### src/rtl/bl_pwm_pkg.sv
package bl_pwm_pkg;
  localparam int DUTY_W = 5;

  // Strobes from the control unit to the datapath.
  typedef struct packed {
    logic periodWrap;  // last phase step of a period: latch the new duty code
    logic forceOff;    // inactivity timer has run out
  } blStrobe_t;
endpackage

### src/rtl/bl_pwm_ctrl.sv
module bl_pwm_ctrl
  import bl_pwm_pkg::*;
#(
  parameter int TIMER_W = 12
) (
  input  logic               clk,
  input  logic               rstN,
  input  logic               tick32k,
  input  logic               activity,
  input  logic [TIMER_W-1:0] idleReload,
  output logic [DUTY_W-1:0]  phase,
  output blStrobe_t          strb
);
  localparam logic [DUTY_W-1:0]  PHASE_LAST = '1;
  localparam logic [TIMER_W-1:0] CNT_ONE    = TIMER_W'(1);

  logic [DUTY_W-1:0]  phaseQ;
  logic [TIMER_W-1:0] idleCnt;
  logic               expiredQ;
  logic               wrapNow;

  assign wrapNow = tick32k && (phaseQ == PHASE_LAST);

  // The phase counter steps once per prescale tick.
  always_ff @(posedge clk) begin
    if (!rstN) begin
      phaseQ <= '0;
    end else if (tick32k) begin
      phaseQ <= phaseQ + 1'b1;
    end
  end

  // Inactivity timer, counted in whole periods.
  always_ff @(posedge clk) begin
    if (!rstN) begin
      idleCnt  <= '0;
      expiredQ <= 1'b0;
    end else if (activity) begin
      idleCnt  <= idleReload;
      expiredQ <= 1'b0;
    end else if (wrapNow && (idleCnt != '0)) begin
      idleCnt <= idleCnt - 1'b1;
      if (idleCnt == CNT_ONE) begin
        expiredQ <= 1'b1;
      end
    end
  end

  assign phase           = phaseQ;
  assign strb.periodWrap = wrapNow;
  assign strb.forceOff   = expiredQ;
endmodule

### src/rtl/bl_pwm_dp.sv
module bl_pwm_dp
  import bl_pwm_pkg::*;
(
  input  logic              clk,
  input  logic              rstN,
  input  blStrobe_t         strb,
  input  logic [DUTY_W-1:0] phase,
  input  logic [DUTY_W-1:0] dutyCode,
  input  logic              panelPower,
  input  logic              swEnable,
  output logic              blOut
);
  logic [DUTY_W-1:0] dutyLat;
  logic              pwmHigh;

  // The duty code is taken only at a period boundary, so no runt pulses appear.
  always_ff @(posedge clk) begin
    if (!rstN) begin
      dutyLat <= '0;
    end else if (strb.periodWrap) begin
      dutyLat <= dutyCode;
    end
  end

  always_comb begin
    pwmHigh = (dutyLat == '0) || (phase < dutyLat);
    blOut   = panelPower && swEnable && !strb.forceOff && pwmHigh;
  end
endmodule

### src/rtl/backlight_dimmer.sv
module backlight_dimmer
  import bl_pwm_pkg::*;
#(
  parameter int TIMER_W = 12
) (
  input  logic               clk,
  input  logic               rstN,
  input  logic               tick32k,
  input  logic               panelPower,
  input  logic               swEnable,
  input  logic [4:0]         dutyCode,
  input  logic [TIMER_W-1:0] idleReload,
  input  logic               activity,
  output logic               blOut
);
  blStrobe_t         strb;
  logic [DUTY_W-1:0] phase;

  bl_pwm_ctrl #(.TIMER_W(TIMER_W)) ctrl_i (
    .clk       (clk),
    .rstN      (rstN),
    .tick32k   (tick32k),
    .activity  (activity),
    .idleReload(idleReload),
    .phase     (phase),
    .strb      (strb)
  );

  bl_pwm_dp dp_i (
    .clk       (clk),
    .rstN      (rstN),
    .strb      (strb),
    .phase     (phase),
    .dutyCode  (dutyCode),
    .panelPower(panelPower),
    .swEnable  (swEnable),
    .blOut     (blOut)
  );
endmodule

### config.mk
export PLATFORM = sky130hd
export DESIGN_NAME = backlight_dimmer
export DESIGN_NICKNAME = d
export VERILOG_FILES = /design/src/rtl/bl_pwm_pkg.sv /design/src/rtl/bl_pwm_ctrl.sv /design/src/rtl/bl_pwm_dp.sv /design/src/rtl/backlight_dimmer.sv
export SDC_FILE = /design/constraint.sdc
export NUM_CORES = 1
export LEC_CHECK = 0
export CORE_MARGIN = 5
export CORE_UTILIZATION = 24
export DETAILED_ROUTE_END_ITERATION = 6
export PLACE_DENSITY = 0.54
export RECOVER_POWER = 50
export SETUP_SLACK_MARGIN = 0.5
export SLEW_MARGIN = 10
export SYNTH_ARGS = -nofsm -noshare
export SYNTH_HDL_FRONTEND = slang
export SYNTH_SLANG_ARGS = --single-unit
### constraint.sdc
create_clock -name clk -period 2.64 [get_ports clk]
set_input_delay 0.528 -clock clk [delete_from_list [all_inputs] [get_ports clk]]
set_output_delay 0.528 -clock clk [all_outputs]
set_load 0.02 [all_outputs]
; ---- Word level (Yosys, flattened, before mapping)
; Cells that the tools add are included.
[word_totals]
in_bits = 23
regBits = 23
word_cells = 24
output_inout_bits = 1
[classes]
n_reduce_logical = 12
magnitude_cmp = 1
bitwise = 1
n_eq_ne = 2
n_addsub = 2
muxes = 2
[ops]
columns = cell, count
row1 = $mux W12, 2
row2 = $eq A12 B1 Y1 const B, 1
row3 = $reduce_bool A12 Y1, 1
row4 = $sub A12 B1 Y12 const B, 1
row5 = $add A5 B1 Y5 const B, 1
row6 = $eq A5 B5 Y1 const B, 1
row7 = $logic_and A1 B1 Y1, 5
row8 = $logic_not A5 Y1, 1
row9 = $lt A5 B5 Y1, 1
row10 = $reduce_and A2 Y1, 1
row11 = $reduce_bool A2 Y1, 1
row12 = $reduce_or A2 Y1, 1
row13 = $logic_not A1 Y1, 1
row14 = $logic_or A1 B1 Y1, 1
row15 = $not A1 Y1, 1

; ---- Longest topological paths before layout
; Gate-level depths: netlist of run 1.
[depth]
ltp_word = 5
depth_mapped = 9

; ---- Cells and area by module
; From an unflattened synthesis of run 1, not the netlist that was laid out.
[hier_totals]
hier_cells = 153
hier_area_um2 = 1363.8
[modules_own_cells]
columns = module, cells_each, seq_area_each_um2, instances, area_per_inst_um2
row1 = bl_pwm_ctrl, 118, 360.3, 1, 1038.5
row2 = bl_pwm_dp, 35, 100.1, 1, 325.3

; ---- Least setup slack after synthesis of run 1
; Ideal clock, no wire load.
[synth_path]
path_type = reg-to-reg
start = reg ctrl_i.phaseQ[0], in the netlist ctrl_i.phase[0]
end = reg ctrl_i.idleCnt[4]
path_stages_with_launch = 10
path_buffers = 1
setup_ps = 132
slack_ps = 788
arrival_ps = 1720
cell_sequence = dfxtp_1 > ha_1 > and3_1 > ha_1 > and2_1 > clkbuf_1 > nand2_1 > nor4_1 > xnor2_1 > a21oi_1
[synth_between]
elab_chain_len = 4
[synth_rtl]
columns = element, line_no
row1 = "start, declared", bl_pwm_ctrl.sv:17  ; logic [DUTY_W-1:0] phaseQ;
row2 = "start signal, assigned", bl_pwm_ctrl.sv:29  ; phaseQ <= phaseQ + 1'b1;
row3 = $eq A5 B5 Y1, bl_pwm_ctrl.sv:22  ; assign wrapNow = tick32k && (phaseQ == PHASE_LAST);
row4 = $logic_and A1 B1 Y1, bl_pwm_ctrl.sv:22
row5 = $logic_and A1 B1 Y1, bl_pwm_ctrl.sv:41  ; end else if (wrapNow && (idleCnt != '0)) begin
row6 = $reduce_bool A2 Y1 (no source line), -
row7 = "end signal, assigned", bl_pwm_ctrl.sv:39  ; idleCnt <= idleReload;
row8 = "end signal, assigned", bl_pwm_ctrl.sv:42  ; idleCnt <= idleCnt - 1'b1;
row9 = "end, declared", bl_pwm_ctrl.sv:18  ; logic [TIMER_W-1:0] idleCnt;
; Every way passes these cells.
; A chain may end at the register's enable or synchronous reset.

; ---- Worst setup path after layout of run 1
[layout_path]
start = reg ctrl_i.phaseQ[1], in the netlist ctrl_i.phase[1]
end = out blOut
[layout_between]
elab_chain_len = 3
[layout_rtl]
columns = element, line_no
row1 = $lt A5 B5 Y1, bl_pwm_dp.sv:26  ; pwmHigh = (dutyLat == '0) || (phase < dutyLat);
row2 = $logic_or A1 B1 Y1, bl_pwm_dp.sv:26
row3 = $logic_and A1 B1 Y1, bl_pwm_dp.sv:27  ; blOut = panelPower && swEnable && !strb.forceOff && pwmHigh;
row4 = "end, declared", backlight_dimmer.sv:14  ; output logic blOut
; Every way passes these cells.

==> metrics.yaml, run 1 <==
via_count: 1132
min_period_ps: 2210
ctsHtreeMaxLevel: 1
crit_type: "flip-flop to output port"
dieArea_sq_um: 7110
crit_buf_inv: 1
wirelength_mm: 2.86
cts_root_buffer: "clkbuf_8"
ios: 24
layout_commonest_cell: "dfxtp_1"
drt_pass1_iterations: 4
diodes: 0
end_kind: "output port"
ir_drop_mv: 0.159
post_drt_via_cell_ratio: 4.56
cpPeakStageDelay_ps: 380
finalMaxSlewViolations: 0
syn_area_sq_um: 1330
critical_path.top_delay_family: "simple AND/OR/NAND/NOR gates"
fillCellCount: 576
period_share_pct: 83.6
crit_chain: "ha_4 > a21o_1 > a21o_1 > a21oi_2 > or3_4 > buf_6"
tightest_slew_ps: 474
seq_area_frac_synth_pct: 34.7
hold_start: "dp_i.dutyLat[4]"
ys_warn_count: 0
crit_top_cell: "a21o_1"
netlist_instances: 149
timing.rr.start: "ctrl_i.phase[1]"
postRouteAntennaNets: 0
cts.sinks: 23
status: "completed"
hold_depth: 2
layout_common_cells: "dfxtp_1 (20), clkdlybuf4s50_1 (18), nand2_1 (17)"
drive_above_1_share_pct: 15.3
place_area_sq_um: 1660
routabilityCongestion: 0.735
grt_pass1_wl_mm: 4.77
fin_area_sq_um: 1770
avgSynthCellArea_sq_um: 8.90
ys_ff_latch: 23
path_max_fanout: 4
critPathSlowestCell: "or3_4"
netlist.top_cell.by_area: "dfxtp_1"
synth_cell_types: 36
drc_errors: 0
grt_max_degree: 13
total_leakage_power_nw: 0.620
max_freq_mhz: 453
cts_tree: "yes"
hpwlAfterDp_mm: 2.20
crit_required_ps: 2110
ctsHoldBuffers: 0
p_per_area_nw_per_um2: 414
numPortBuffers: 23
crit_path_start_kind: "flip-flop"
synth_area_leaders: "dfxtp_1 (35%), ha_1 (8.5%), nand2_1 (4.8%)"
rr_endpoint: "ctrl_i.idleCnt[10]"
grt_pass1_vias: 1065
fin_nets: 209
rr_worst_depth: 8
skew_ps: 4.22
max_cap_viol_count: 0
antenna_found_initial: 0
core_area_sq_um: 5440
clock_latency_ps: 260
cts.clk_slew.worst_paths_ps: 80
synth.top_cell.area_share_pct: 34.7
min_path_type: "flip-flop to flip-flop"
clockBufferDepth: 2
syn_nets: 181
drtIter0Drc: 23
gr-total-overflow: 0
finalHoldViolCount: 0
start_util_pct: 24.4
wire_per_inst_um: 11.5
rsz0062_at_grt: "true"
die_y_um: 84.3
rows: 27
setup_tns_ps: 0
arrival_ps: 1680
relSlewSlack_pct: 68.1
crit_cells: 6
die-width_um: 84.3
setup_violations: 0
worstHoldEndpoint: "dp_i.dutyLat[4]"
holdWs_ps: 466
area_growth_pct: 33.5
cts_buffers: 3
reg2reg_slack_ps: 640
grt_usage_pct: 8.19
-- final cells by class --
cell class	instances	area, sq um	share of cell area, %
Multi-Input combinational cell	111	863	48.8
Sequential cell	23	464	26.2
Timing Repair Buffer	30	278	15.7
Tap cell	72	90.1	5.09
Clock buffer	4	45.0	2.54
Inverter	8	30.0	1.70
-- synth_stat cells --
cell type  instances
nor3b_1            1
dfxtp_1           23
a21boi_0           5
nand4bb_1          1
nor4_2             1
a21o_1             2
or4_4              2
nand2b_1           4
clkbuf_1           5
nor3_1             2
o211a_1            1
o21ai_0           11
ha_1               9
xnor2_1            7
nand2_1           17
and2_1             4
nor2_1             3
nor4_4             1
o311a_1            2
a21oi_1            8
o32a_1             1
and3_1             2
mux2i_1            2
or3_1              2
o21a_1             1
xor2_1             4
or4_1              2
buf_2              2
nor2b_1            3
o2111ai_2          1
a2111oi_4          1
a31oi_1            2
nor4_1             6
inv_1              8
nand4_1            2
a41oi_1            1
-- worst register-to-register path, stage by stage, from the launching register on --
cell and delay, ps:
dfxtp_1 420, ha_1 190, and3_1 200, ha_4 170
and3_1 170, o2111ai_2 160, nor4_1 270, xor2_1 110
o211a_1 210
-- flip-flops by register name (all words and copies together) (netlist names) --
name and cells:
ctrl_i.phase 5, ctrl_i.idleCnt 12, dp_i.dutyLat 5, ctrl_i.expiredQ 1
-- metal layers --
metal | track usage [%] | routed length, um
met5 | 0 | 0
met2 | 13.4 | 1310
met4 | 3.88 | 40
met3 | 1.57 | 98
met1 | 10.3 | 1410
-- power by group --
group	internal, mW	total, mW	switching, mW
logic	0.0768	0.131	0.0545
clock network	0.108	0.217	0.109
registers	0.363	0.384	0.0211
total	0.547	0.732	0.185
-- through the flow --
step                      util [%]  setup slack [ps]  power, mW  cells
after floorplan                  -               788      0.464    149
after global placement        30.6              -133      0.518    243
after detailed placement      30.6              -153      0.520    243
after CTS                     31.9               459      0.745    248
after global routing          32.6               352      0.769    248
final                         32.6               433      0.732    248
-- what timing repair did --
item                                    4_1_cts  5_1_grt
buffers inserted                              1        0
resized for setup                            14        7
endpoints found under the setup margin        1        5
pin swaps                                     5        2
-- worst max-delay path by stage --
stage | slack [ps] | end | start
5_1_grt | 350 | blOut | ctrl_i.phase[1]
3_5_place_dp | -150 | blOut | swEnable
2_1_floorplan | 790 | ctrl_i.idleCnt[4] | ctrl_i.phase[0]
3_3_place_gp | -130 | blOut | panelPower
4_1_cts | 460 | blOut | dp_i.dutyLat[1]
6_report | 430 | blOut | ctrl_i.phase[1]
-- cell families after synthesis --
family	count (synthesis)	share of synthesized area, %
flops	23	34.7
compound gates	36	19.5
simple gates	53	24.1
buf+inv	15	4.43
xor+xnor	11	7.26
mux	2	1.51
fa+ha+maj	9	8.49
No activity file was read; power rests on OpenSTA's default activity.
==> run 2, diff against run 1 <==
==> constraint.sdc (replaced) <==
create_clock -name clk -period 2.1 [get_ports clk]
set_input_delay 0.42 -clock clk [delete_from_list [all_inputs] [get_ports clk]]
set_output_delay 0.42 -clock clk [all_outputs]
set_load 0.02 [all_outputs]
==> run 2 against run 1 <==
Sequential power grew 27%. Die area did not move. Non-clock buffer count rose by 13. Clock skew rose by 2.8 ps. Sequential share of layout area decreased by 3.1 points. Setup slack lost 410 ps. Routed wire length grew 17%. Flip-flop and latch count did not move. Final area rose by 17%. Critical endpoint unchanged. Largest power group unchanged.
==> metrics.yaml, run 2 (synthesis gave the netlist of run 1 again) <==
layout_commonest_cell: "clkdlybuf4s50_1"  # was dfxtp_1
clockBufferDepth: 2  # unchanged
crit_type: "flip-flop to output port"  # unchanged
grt_pass1_vias: 1238  # was 1,065
ir_drop_mv: 0.188  # was 0.159 mV
fin_cells: 261  # was 248
total_leakage_power_nw: 0.721  # was 0.620 nW
ctsHtreeMaxLevel: 1  # unchanged
diodes: 0  # unchanged
drt_pass1_iterations: 2  # was 4
placedCellCount: 252  # was 243
hpwlAfterDp_mm: 2.35  # was 2.20 mm
drive_above_1_share_pct: 35.4  # was 15.3%
cts_buffers: 3  # unchanged
skew_ps: 7.02  # was 4.22 ps
crit_chain: "inv_2 > ha_4 > or4_4 > a21oi_2 > or3_4 > buf_6"  # was ha_4 > a21o_1 > a21o_1 > a21oi_2 > or3_4 > buf_6
post_drt_via_cell_ratio: 4.41  # was 4.56
grt_pass1_wl_mm: 5.65  # was 4.77 mm
die_y_um: 84.3  # unchanged
postRouteAntennaNets: 0  # unchanged
routabilityCongestion: 0.749  # was 0.735
critPathSlowestCell: "or4_4"  # was or3_4
fin_nets: 222  # was 209
cts.sinks: 23  # unchanged
via_count: 1152  # was 1,132
max_cap_viol_count: 0  # unchanged
holdWs_ps: 468  # was 466 ps
area_growth_pct: 56.1  # was 33.5%
drtIter0Drc: 24  # was 23
crit_required_ps: 1680  # was 2110 ps
start_util_pct: 24.4  # unchanged
clock_latency_ps: 270  # was 260 ps
min_path_type: "flip-flop to flip-flop"  # unchanged
fin_area_sq_um: 2070  # was 1770 sq um
gr-total-overflow: 0  # unchanged
tightest_slew_ps: 694  # was 474 ps
path_max_fanout: 2  # was 4
die-width_um: 84.3  # unchanged
pre_cts_slack_ps: -512  # was -153 ps
cts.clk_slew.worst_paths_ps: 80  # about the same
relSlewSlack_pct: 53.7  # was 68.1%
regMostFlops: "ctrl_i.idleCnt"  # unchanged
wirelength_mm: 3.35  # was 2.86 mm
core_area_sq_um: 5440  # unchanged
cts_root_buffer: "clkbuf_8"  # unchanged
p_per_area_nw_per_um2: 473  # was 414 nW/um^2
finalHoldViolCount: 0  # unchanged
end_kind: "output port"  # unchanged
place_area_sq_um: 1790  # was 1660 sq um
antenna_found_initial: 0  # unchanged
rsz0062_at_grt: "true"  # unchanged
ctsHoldBuffers: 0  # unchanged
grt_max_degree: 17  # was 13
numPortBuffers: 23  # unchanged
cts_tree: "yes"  # unchanged
min_period_ps: 2080
setup_ws_ps: 19.5  # was 433 ps
max_freq_mhz: 481
largest_reg_flops: 12  # unchanged
finalMaxSlewViolations: 0  # unchanged
ios: 24  # unchanged
cpPeakStageDelay_ps: 510  # was 380 ps
layout_common_cells: "clkdlybuf4s50_1 (18), nand2_1 (15), buf_4 (15)"  # was dfxtp_1 (20), clkdlybuf4s50_1 (18), nand2_1 (17)
grt_usage_pct: 9.68  # was 8.19%
status: "completed"  # unchanged
setup_violations: 0  # unchanged
drc_errors: 0  # unchanged
postLayoutCoreUtil_pct: 38.1  # was 32.6%
arrival_ps: 1660  # was 1680 ps
wire_per_inst_um: 12.8  # was 11.5 um
dieArea_sq_um: 7110  # unchanged
rows: 27  # unchanged
crit_path_start_kind: "flip-flop"  # unchanged
period_share_pct: 99.1
[run 2: per-stage QoR]
stage	power [mW]	TNS (ps)
3_5_place_dp	0.663	-512
3_3_place_gp	0.661	-477
6_report	0.980	0
4_1_cts	0.978	0
2_1_floorplan	0.589	0
5_1_grt	1.03	-24.5
[run 2: layout make-up]
| type | count | area, sq um |
|---|---|---|
| multi-input cells | 111 | 1040 |
| clock inverters | 1 | 5.00 |
| clock buffers | 3 | 41.3 |
| fillers | 549 | 3370 |
| well taps | 72 | 90.1 |
| inverters | 8 | 30.0 |
| flip-flops and latches | 23 | 479 |
| repair buffers | 43 | 382 |
[run 2: power by group]
group          total (mW)  switching, mW  leakage, nW  internal [mW]
Clock               0.284          0.152       0.0255          0.133
Combinational       0.208         0.0905        0.502          0.117
Sequential          0.488         0.0311        0.194          0.457
Total               0.980          0.273        0.721          0.707
[run 2: repair_timing]
item                                   CTS  global route
setup endpoints to repair               15            15
buffers inserted                         5             0
resized for setup                       36            14
endpoints found under the hold margin    0             0
gates cloned                             0             0
pin swaps                               26             7
[run 2: worst paths after layout]
kind / start / end / slack (ps) / cells past startpoint
max: dp_i.dutyLat[4] / blOut / 20 / 6
min: dp_i.dutyLat[3] / dp_i.dutyLat[3] / 470 / 2
max reg2reg: ctrl_i.phase[0] / ctrl_i.idleCnt[11] / 210 / 9
min reg2reg: dp_i.dutyLat[3] / dp_i.dutyLat[3] / 470 / 2
[run 2: worst max-delay path: cells and delay by family, from the launching register on]
kind                       cells  cell delay (ps)
and+or+nand+nor                2              640
DFF                            1              340
buffers and inverters          2              150
adders and majority gates      1              150
AOI/OAI and AO/OA              1              120
[run 2: layer usage]
metal  track usage [%]  routed length [um]  vias to the layer above
met5                 0                   0                        -
met4              4.75                  26                        0
met2              15.6                1550                       17
met1              12.7                1680                      520
met3              1.28                  80                        4
li1                  -                   -                      611
